## src/rtl/rxr_pkg.sv

```systemverilog
package rxr_pkg;
  typedef enum logic [2:0] {
    ST_STOP, ST_RD0, ST_RD1, ST_RD2, ST_RD3, ST_RX, ST_WB1, ST_WB0
  } rxr_state_e;

  localparam int ACT_BIT = 31;
  localparam int EOL_BIT = 30;
  localparam int ERR_BIT = 27;

  localparam logic [1:0] W_STAT = 2'd0;
  localparam logic [1:0] W_SIZE = 2'd1;
  localparam logic [1:0] W_BUF  = 2'd2;
endpackage

```

## src/rtl/rxr_rst_seq.sv

```systemverilog
module rxr_rst_seq #(
  parameter int RST_CYCLES = 4
) (
  input  logic clk,
  input  logic rst_n,
  input  logic start,
  output logic busy
);
  localparam int CW = $clog2(RST_CYCLES + 1);
  logic [CW-1:0] cnt;

  always_ff @(posedge clk or negedge rst_n) begin
    if (!rst_n)            cnt <= '0;
    else if (start)        cnt <= CW'(RST_CYCLES);
    else if (cnt != '0)    cnt <= cnt - 1'b1;
  end

  assign busy = (cnt != '0);
endmodule

```

## src/rtl/rxr_miss_cnt.sv

```systemverilog
module rxr_miss_cnt #(
  parameter int W = 16
) (
  input  logic         clk,
  input  logic         rst_n,
  input  logic         clr,
  input  logic         inc,
  output logic [W-1:0] value
);
  always_ff @(posedge clk or negedge rst_n) begin
    if (!rst_n)     value <= '0;
    else if (clr)   value <= '0;
    else if (inc)   value <= value + 1'b1;
  end
endmodule

```

## src/rtl/rxr_fill.sv

```systemverilog
module rxr_fill #(
  parameter int AW = 32,
  parameter int LW = 16
) (
  input  logic          clk,
  input  logic          rst_n,
  input  logic          load,
  input  logic [AW-1:0] load_addr,
  input  logic [LW-1:0] cap,
  input  logic          beat,
  output logic          wr_en,
  output logic [AW-1:0] wr_addr,
  output logic [LW-1:0] stored,
  output logic          overflow
);
  logic [AW-1:0] base;
  logic          room;

  assign room    = (stored < cap);
  assign wr_en   = beat && room;
  assign wr_addr = base + AW'(stored);

  always_ff @(posedge clk or negedge rst_n) begin
    if (!rst_n) begin
      base     <= '0;
      stored   <= '0;
      overflow <= 1'b0;
    end else if (load) begin
      base     <= load_addr;
      stored   <= '0;
      overflow <= 1'b0;
    end else if (beat) begin
      if (room) stored   <= stored + 1'b1;
      else      overflow <= 1'b1;
    end
  end
endmodule

```

## src/rtl/rx_desc_ring.sv

```systemverilog
module rx_desc_ring
  import rxr_pkg::*;
#(
  parameter int DESC_AW    = 10,
  parameter int IDX_W      = 4,
  parameter int BUF_AW     = 32,
  parameter int MISS_W     = 16,
  parameter int RST_CYCLES = 4
) (
  input  logic               clk,
  input  logic               rst_n,
  input  logic               rx_valid,
  output logic               rx_ready,
  input  logic [7:0]         rx_data,
  input  logic               rx_last,
  input  logic               rx_err,
  input  logic [DESC_AW-1:0] ring_base,
  input  logic               rx_req,
  input  logic               sw_rst,
  output logic               sw_rst_busy,
  output logic               rx_running,
  output logic [MISS_W-1:0]  missed_cnt,
  output logic               desc_re,
  output logic               desc_we,
  output logic [DESC_AW-1:0] desc_addr,
  output logic [31:0]        desc_wdata,
  input  logic [31:0]        desc_rdata,
  output logic               buf_we,
  output logic [BUF_AW-1:0]  buf_addr,
  output logic [7:0]         buf_wdata
);
  localparam int SLOT_W = DESC_AW - 2;
  localparam int LEN_W  = 16;

  rxr_state_e         state;
  logic [IDX_W-1:0]   idx;
  logic               eol_r;
  logic               err_acc;
  logic               in_drop;
  logic [LEN_W-1:0]   cap_r;
  logic               hold;
  logic               accept;
  logic [LEN_W-1:0]   stored;
  logic               overflow;
  logic [1:0]         word;
  logic [SLOT_W-1:0]  slot;
  logic [31:0]        status_wb;
  logic               unused_bits;

  assign unused_bits = ^ring_base[1:0];

  rxr_rst_seq #(.RST_CYCLES(RST_CYCLES)) u_rst (
    .clk(clk), .rst_n(rst_n), .start(sw_rst), .busy(sw_rst_busy)
  );

  assign hold     = sw_rst || sw_rst_busy;
  assign rx_ready = !hold && (state == ST_STOP || state == ST_RX);
  assign accept   = rx_valid && rx_ready;

  rxr_miss_cnt #(.W(MISS_W)) u_miss (
    .clk(clk), .rst_n(rst_n), .clr(hold),
    .inc(accept && rx_last && state == ST_STOP),
    .value(missed_cnt)
  );

  rxr_fill #(.AW(BUF_AW), .LW(LEN_W)) u_fill (
    .clk(clk), .rst_n(rst_n),
    .load(state == ST_RD3),
    .load_addr(desc_rdata[BUF_AW-1:0]),
    .cap(cap_r),
    .beat(accept && state == ST_RX),
    .wr_en(buf_we), .wr_addr(buf_addr),
    .stored(stored), .overflow(overflow)
  );
  assign buf_wdata = rx_data;

  // sequencing of the ring walk
  always_ff @(posedge clk or negedge rst_n) begin
    if (!rst_n) begin
      state   <= ST_STOP;
      idx     <= '0;
      eol_r   <= 1'b0;
      err_acc <= 1'b0;
      in_drop <= 1'b0;
      cap_r   <= '0;
    end else if (hold) begin
      state   <= ST_STOP;
      idx     <= '0;
      err_acc <= 1'b0;
      in_drop <= 1'b0;
    end else begin
      case (state)
        ST_STOP: begin
          if (accept) in_drop <= !rx_last;
          if (rx_req && !in_drop && !accept) state <= ST_RD0;
        end
        ST_RD0: state <= ST_RD1;
        ST_RD1: begin
          if (desc_rdata[ACT_BIT]) begin
            eol_r <= desc_rdata[EOL_BIT];
            state <= ST_RD2;
          end else begin
            state <= ST_STOP;
          end
        end
        ST_RD2: begin
          cap_r <= desc_rdata[31:16];
          state <= ST_RD3;
        end
        ST_RD3: begin
          err_acc <= 1'b0;
          state   <= ST_RX;
        end
        ST_RX: begin
          if (accept) begin
            if (rx_err)  err_acc <= 1'b1;
            if (rx_last) state   <= ST_WB1;
          end
        end
        ST_WB1: state <= ST_WB0;
        ST_WB0: begin
          idx   <= eol_r ? '0 : idx + 1'b1;
          state <= ST_RD0;
        end
        default: state <= ST_STOP;
      endcase
    end
  end

  always_comb begin
    status_wb          = '0;
    status_wb[EOL_BIT] = eol_r;
    status_wb[ERR_BIT] = err_acc || overflow;
  end

  always_comb begin
    desc_re    = 1'b0;
    desc_we    = 1'b0;
    word       = W_STAT;
    desc_wdata = '0;
    case (state)
      ST_RD0: begin desc_re = 1'b1; word = W_STAT; end
      ST_RD1: begin desc_re = 1'b1; word = W_SIZE; end
      ST_RD2: begin desc_re = 1'b1; word = W_BUF;  end
      ST_WB1: begin
        desc_we    = 1'b1;
        word       = W_SIZE;
        desc_wdata = {cap_r, stored};
      end
      ST_WB0: begin
        desc_we    = 1'b1;
        word       = W_STAT;
        desc_wdata = status_wb;
      end
      default: ;
    endcase
  end

  assign slot       = ring_base[DESC_AW-1:2] + SLOT_W'(idx);
  assign desc_addr  = {slot, word};
  assign rx_running = (state != ST_STOP);
endmodule

```

## config.mk

```make
export PLATFORM = sky130hd
export DESIGN_NAME = rx_desc_ring
export DESIGN_NICKNAME = d
export VERILOG_FILES = /design/src/rtl/rxr_pkg.sv /design/src/rtl/rxr_rst_seq.sv /design/src/rtl/rxr_miss_cnt.sv /design/src/rtl/rxr_fill.sv /design/src/rtl/rx_desc_ring.sv
export SDC_FILE = /design/constraint.sdc
export NUM_CORES = 1
export LEC_CHECK = 0
export BUFFER_PORTS_ARGS = -buffer_cell sky130_fd_sc_hd__buf_4
export CORE_AREA = 8 8 122 124
export CTS_CLUSTER_SIZE = 10
export DETAILED_ROUTE_END_ITERATION = 6
export DIE_AREA = 0 0 130 132
export PLACE_DENSITY_LB_ADDON = 0.05
export SLEW_MARGIN = 20
export SYNTH_ARGS = -nofsm -noshare
export SYNTH_HDL_FRONTEND = slang
export SYNTH_SLANG_ARGS = --single-unit
export TNS_END_PERCENT = 20
```

## constraint.sdc

```tcl
create_clock -name clk -period 6.59 [get_ports clk]
set_input_delay 0 -clock clk [delete_from_list [all_inputs] [get_ports clk]]
set_output_delay 0 -clock clk [all_outputs]
set_load 0.01 [all_outputs]
```

==> impl_results.rst <==
.. list-table::
   :header-rows: 1

   * - Metric
     - Value
   * - Setup Skew
     - approximately 0.0057 ns
   * - R2R depth
     - 8
   * - Area of the multi-input gates
     - between 0.003 and 0.004 mm2
   * - Number of buffers inserted by post-CTS setup repair
     - 0
   * - DRC viols
     - 0
   * - Via-to-Cell Ratio
     - about 5.2
   * - Port Buffers
     - about 140
   * - Fin. Hold Viols
     - 0
   * - Type of destination of the critical path
     - primary output
   * - Antenna-violating nets left
     - 0
   * - Reg clk slew, reported paths
     - around 0.070 ns
   * - Detail Placement HPWL
     - approximately 13000 um
   * - I/O pins
     - around 160
   * - Share of async-settable or async-resettable flops after synthesis
     - 100.0%
   * - Gate power share
     - between 10% and 20%
   * - Library cells used by synthesis
     - between 50 and 60
   * - Number of H-tree branching levels
     - 3
   * - Cell type with the highest occurrence count on the critical path
     - sky130_fd_sc_hd__a21o_1
   * - 1st-pass router iterations
     - 4
   * - Reg-to-Reg Start
     - u_fill.stored[14]
   * - Root buffer cell
     - sky130_fd_sc_hd__clkbuf_16
   * - Cells after synthesis
     - ~730
   * - Total standard cell area after synthesis
     - slightly above 0.006 mm2
   * - TritonCTS clock tree
     - yes
   * - Number of buffers inserted during clock tree synthesis
     - 9
   * - Synth top area share
     - between 30% and 40%
   * - Setup-violating endpoint count in the final report
     - 0
   * - Total of flip-flops plus latches after synthesis
     - 94
   * - Diode insertion count for antenna repair
     - 0
   * - Clock power share
     - 38.5%
   * - Net switching power of the design
     - 0.0003865 W
   * - Top achievable clock speed
     - roughly 320 MHz
   * - Number of enable-type register cells in the synthesized netlist
     - 0
   * - Final number of max-transition violations
     - 0
   * - Area growth from synthesis to layout
     - 29.62%
   * - Vias in the first global route
     - ~5.5k
   * - Primary flip-flop cell chosen by synthesis mapping
     - sky130_fd_sc_hd__dfrtp_1
   * - Post-synth net total
     - 825
   * - Initial drt markers
     - approximately 370
   * - Number of placement rows
     - 42
   * - Maximum number of pins on one net before global-route repair
     - just under 80
   * - Final instance area
     - just under 0.008 mm2
   * - Worst relative slew slack
     - 32.36%
   * - Count of synthesis-stage warnings from yosys
     - 0
   * - Data arrival time of the critical path
     - approximately 3.2 ns
   * - Outcome
     - finished clean
   * - Mapped Avg Cell Area
     - roughly 8.4 um2
   * - FF-to-FF setup slack
     - around 3.8 ns
   * - Area of the core
     - roughly 0.013 mm2
   * - Overflow left after global routing
     - 0
   * - Largest delay share family, worst path
     - compound AO/OA/AOI/OAI gates
   * - Setup total negative slack
     - 0 ns
   * - Biggest fanout along the worst timing path
     - 8
   * - Placed cell count
     - slightly above 1k
   * - CP max-delay cell
     - sky130_fd_sc_hd__a31oi_1
   * - Source-to-sink clock delay at the later pin of the worst-skew pair
     - roughly 0.35 ns
   * - Sequential cell area in the final layout
     - 0.002352 mm2
   * - Weighted congestion at the end of routability-driven global placement
     - ~0.83
   * - Path length in cells of the critical path
     - 9
   * - Global router's overall resource usage
     - roughly 20%
   * - Initial standard-cell utilization of the core
     - ~47%
   * - Count of filler cells inserted in the layout
     - between 1k and 1.5k
   * - Class of the worst hold path
     - in -> out
   * - Kind of start point of the critical path
     - flop
   * - Setup CP Type
     - reg -> out
   * - Dominant cells by area after synthesis
     - sky130_fd_sc_hd__dfrtp_1, sky130_fd_sc_hd__nand2_1, sky130_fd_sc_hd__ha_1
   * - Number of antenna violations at the first check in global routing
     - 0
   * - Drt wl/cell
     - around 16 um
   * - Total via count after detailed routing
     - approximately 5.6k
   * - Largest buffer count on any clock path
     - 2
   * - Cell type contributing the most total cell area after synthesis
     - sky130_fd_sc_hd__dfrtp_1
   * - Instance area after placement
     - a little over 0.007 mm2
   * - Delay contributed by the slowest stage of the critical path
     - 0.75 ns
   * - Part of the cycle the worst path needs
     - about 48%
   * - Die area
     - approximately 0.017 mm2
   * - IR drop worst, VDD
     - 0.09968 mV
   * - Clock Sinks
     - 94
   * - Fraction of layout cells with a size suffix above 1
     - about a fifth
   * - Smallest setup slack after layout
     - around 3.4 ns
   * - Number of nets in the finished design
     - approximately 980
   * - Width of the die
     - 130 um
   * - Fraction of the yosys area taken by sequential cells
     - 38.43%
   * - Critical Path Source
     - u_fill.stored[0]
   * - Detailed Route WL
     - ~17000 um
   * - Slew at the pin closest to its max-slew limit
     - around 1.0 ns
   * - Reg2reg end
     - u_fill.stored[3]
   * - Filler-free cell count of the finished design
     - approximately 1.1k
   * - Switching part of the total power
     - 27.29%
   * - Total power
     - between 0.001 and 0.0015 W
   * - Resized Gates After CTS
     - 0
   * - Worst setup path end
     - buf_addr[26]
   * - Post-layout min period
     - about 3.2 ns
   * - Unrepaired setup endpoints after global routing
     - false
   * - Power per cell area
     - 178.5 mW/mm2
   * - Chain of cells forming the critical path
     - ha_1 -> fa_1 -> a21o_1 -> nand4_1 -> a21o_1 -> a31oi_1 -> nand3_1 -> xnor2_1 -> buf_4
   * - Required @ worst endpoint
     - around 6.6 ns
   * - Worst slack after detailed placement
     - between 3 and 4 ns
   * - Leakage Power
     - just under 4 nW
   * - # Max-Cap Violations
     - 0
   * - Crit path buffers/inverters
     - 1
   * - Cell internal power dissipation
     - approximately 0.0010 W
   * - Global-route wire length before repair
     - 28480 um
   * - Die boundary height
     - between 100 and 150 um
   * - Fraction of power consumed by sequential logic
     - 44.6%
   * - Post-CTS Hold Buffers
     - 35
[worst min path at each step]
stage,startpoint,slack [ns],to,cells past startpoint
after floorplan,rst_n,-0.30,cap_r[0],0
after global placement,rst_n,-0.12,u_fill.base[30],1
after detailed placement,rst_n,-0.12,u_fill.base[31],1
after CTS,rx_data[1],0.00007,buf_wdata[1],0
after global routing,rx_data[0],0.00003,buf_wdata[0],0
final,rx_data[3],0.000004,buf_wdata[3],0
[area by class of cell]
cell class                      instances  share of cell area (%)
Sequential cell                        94                   29.65
Timing Repair Buffer                  183                   18.47
Inverter                               38                   1.798
Clock inverter                          6                  0.8674
Tap cell                              176                   2.776
Multi-Input combinational cell        557                   43.43
Clock buffer                           10                   3.012
[worst register-to-register path: stages, from the launching register on]
cell and delay (ns):
sky130_fd_sc_hd__dfrtp_1 0.47, sky130_fd_sc_hd__ha_1 0.34, sky130_fd_sc_hd__nand4_1 0.13, sky130_fd_sc_hd__or3_1 0.41, sky130_fd_sc_hd__or3_1 0.33, sky130_fd_sc_hd__o211ai_1 0.39
sky130_fd_sc_hd__buf_4 0.25, sky130_fd_sc_hd__o21ai_2 0.13, sky130_fd_sc_hd__o221ai_1 0.25
[flip-flops by register name, indices dropped and copies added (netlist names)]
signal,cells
eol_r,1
cap_r,16
err_acc,1
state,3
u_rst.cnt,3
in_drop,1
u_fill.base,32
u_fill.stored,16
u_fill.overflow,1
idx,4
u_miss.value,16
[stage by stage]
stage / hold WS [ns] / utilization [%]
4_1_cts: 0.00006862 / 61.04
6_report: 0.000004453 / 61.12
2_1_floorplan: -0.2956 / -
5_1_grt: 0.00002845 / 61.12
3_3_place_gp: -0.1228 / 55.97
3_5_place_dp: -0.1188 / 55.97
[layout by cell type (no fill, tap or decap), types with 8 or more instances in the layout]
cell,instances
sky130_fd_sc_hd__buf_4,147
sky130_fd_sc_hd__nor3_1,8
sky130_fd_sc_hd__dfrtp_1,94
sky130_fd_sc_hd__nand2b_1,14
sky130_fd_sc_hd__xor2_1,22
sky130_fd_sc_hd__xnor2_1,29
sky130_fd_sc_hd__a21oi_1,30
sky130_fd_sc_hd__ha_1,40
sky130_fd_sc_hd__a21o_1,8
sky130_fd_sc_hd__o21ai_0,34
sky130_fd_sc_hd__clkbuf_16,9
sky130_fd_sc_hd__nand3_1,27
sky130_fd_sc_hd__inv_1,38
sky130_fd_sc_hd__nor2_1,54
sky130_fd_sc_hd__nand2_1,147
sky130_fd_sc_hd__and3_1,40
sky130_fd_sc_hd__dlygate4sd3_1,35
sky130_fd_sc_hd__nand4_1,9
[logic make-up after synthesis]
| family | synth area share [%] |
|---|---|
| xor+xnor | 7.297 |
| simple gates | 26.02 |
| flops | 38.43 |
| fa+ha+maj | 8.831 |
| buf+inv | 5.397 |
| mux | 0.8585 |
| compound gates | 13.16 |
[cells in the mapped netlist (all sizes together) (5+ instances only)]
cell type,instances
a21o,8
inv,38
and3,40
ha,40
a21oi,30
clkbuf,24
o31ai,7
nand2b,14
xor2,22
buf,13
nor2,55
nand2,147
or3,8
nand4,9
a31oi,6
nand3,27
xnor2,29
dfrtp,94
nor3,9
o311ai,5
o21ai,35
a211oi,6
[power groups by stage]
stage / Sequential (W) / Combinational [W] / Clock (W)
finish: 0.000631 / 0.000240 / 0.000545
global route: 0.000636 / 0.000270 / 0.000581
CTS: 0.000632 / 0.000243 / 0.000557
detailed placement: 0.000642 / 0.000226 / 0
global placement: 0.000641 / 0.000218 / 0
floorplan: 0.000635 / 0.000130 / 0
[per-layer routing]
| metal | GRT usage, % | wire [um] |
|---|---|---|
| met5 | 0 | 0 |
| met4 | 5.810 | 203 |
| met3 | 3.924 | 1049 |
| met2 | 34.53 | 8595 |
| met1 | 26.18 | 7529 |
No activity file was read; power rests on OpenSTA's default activity.
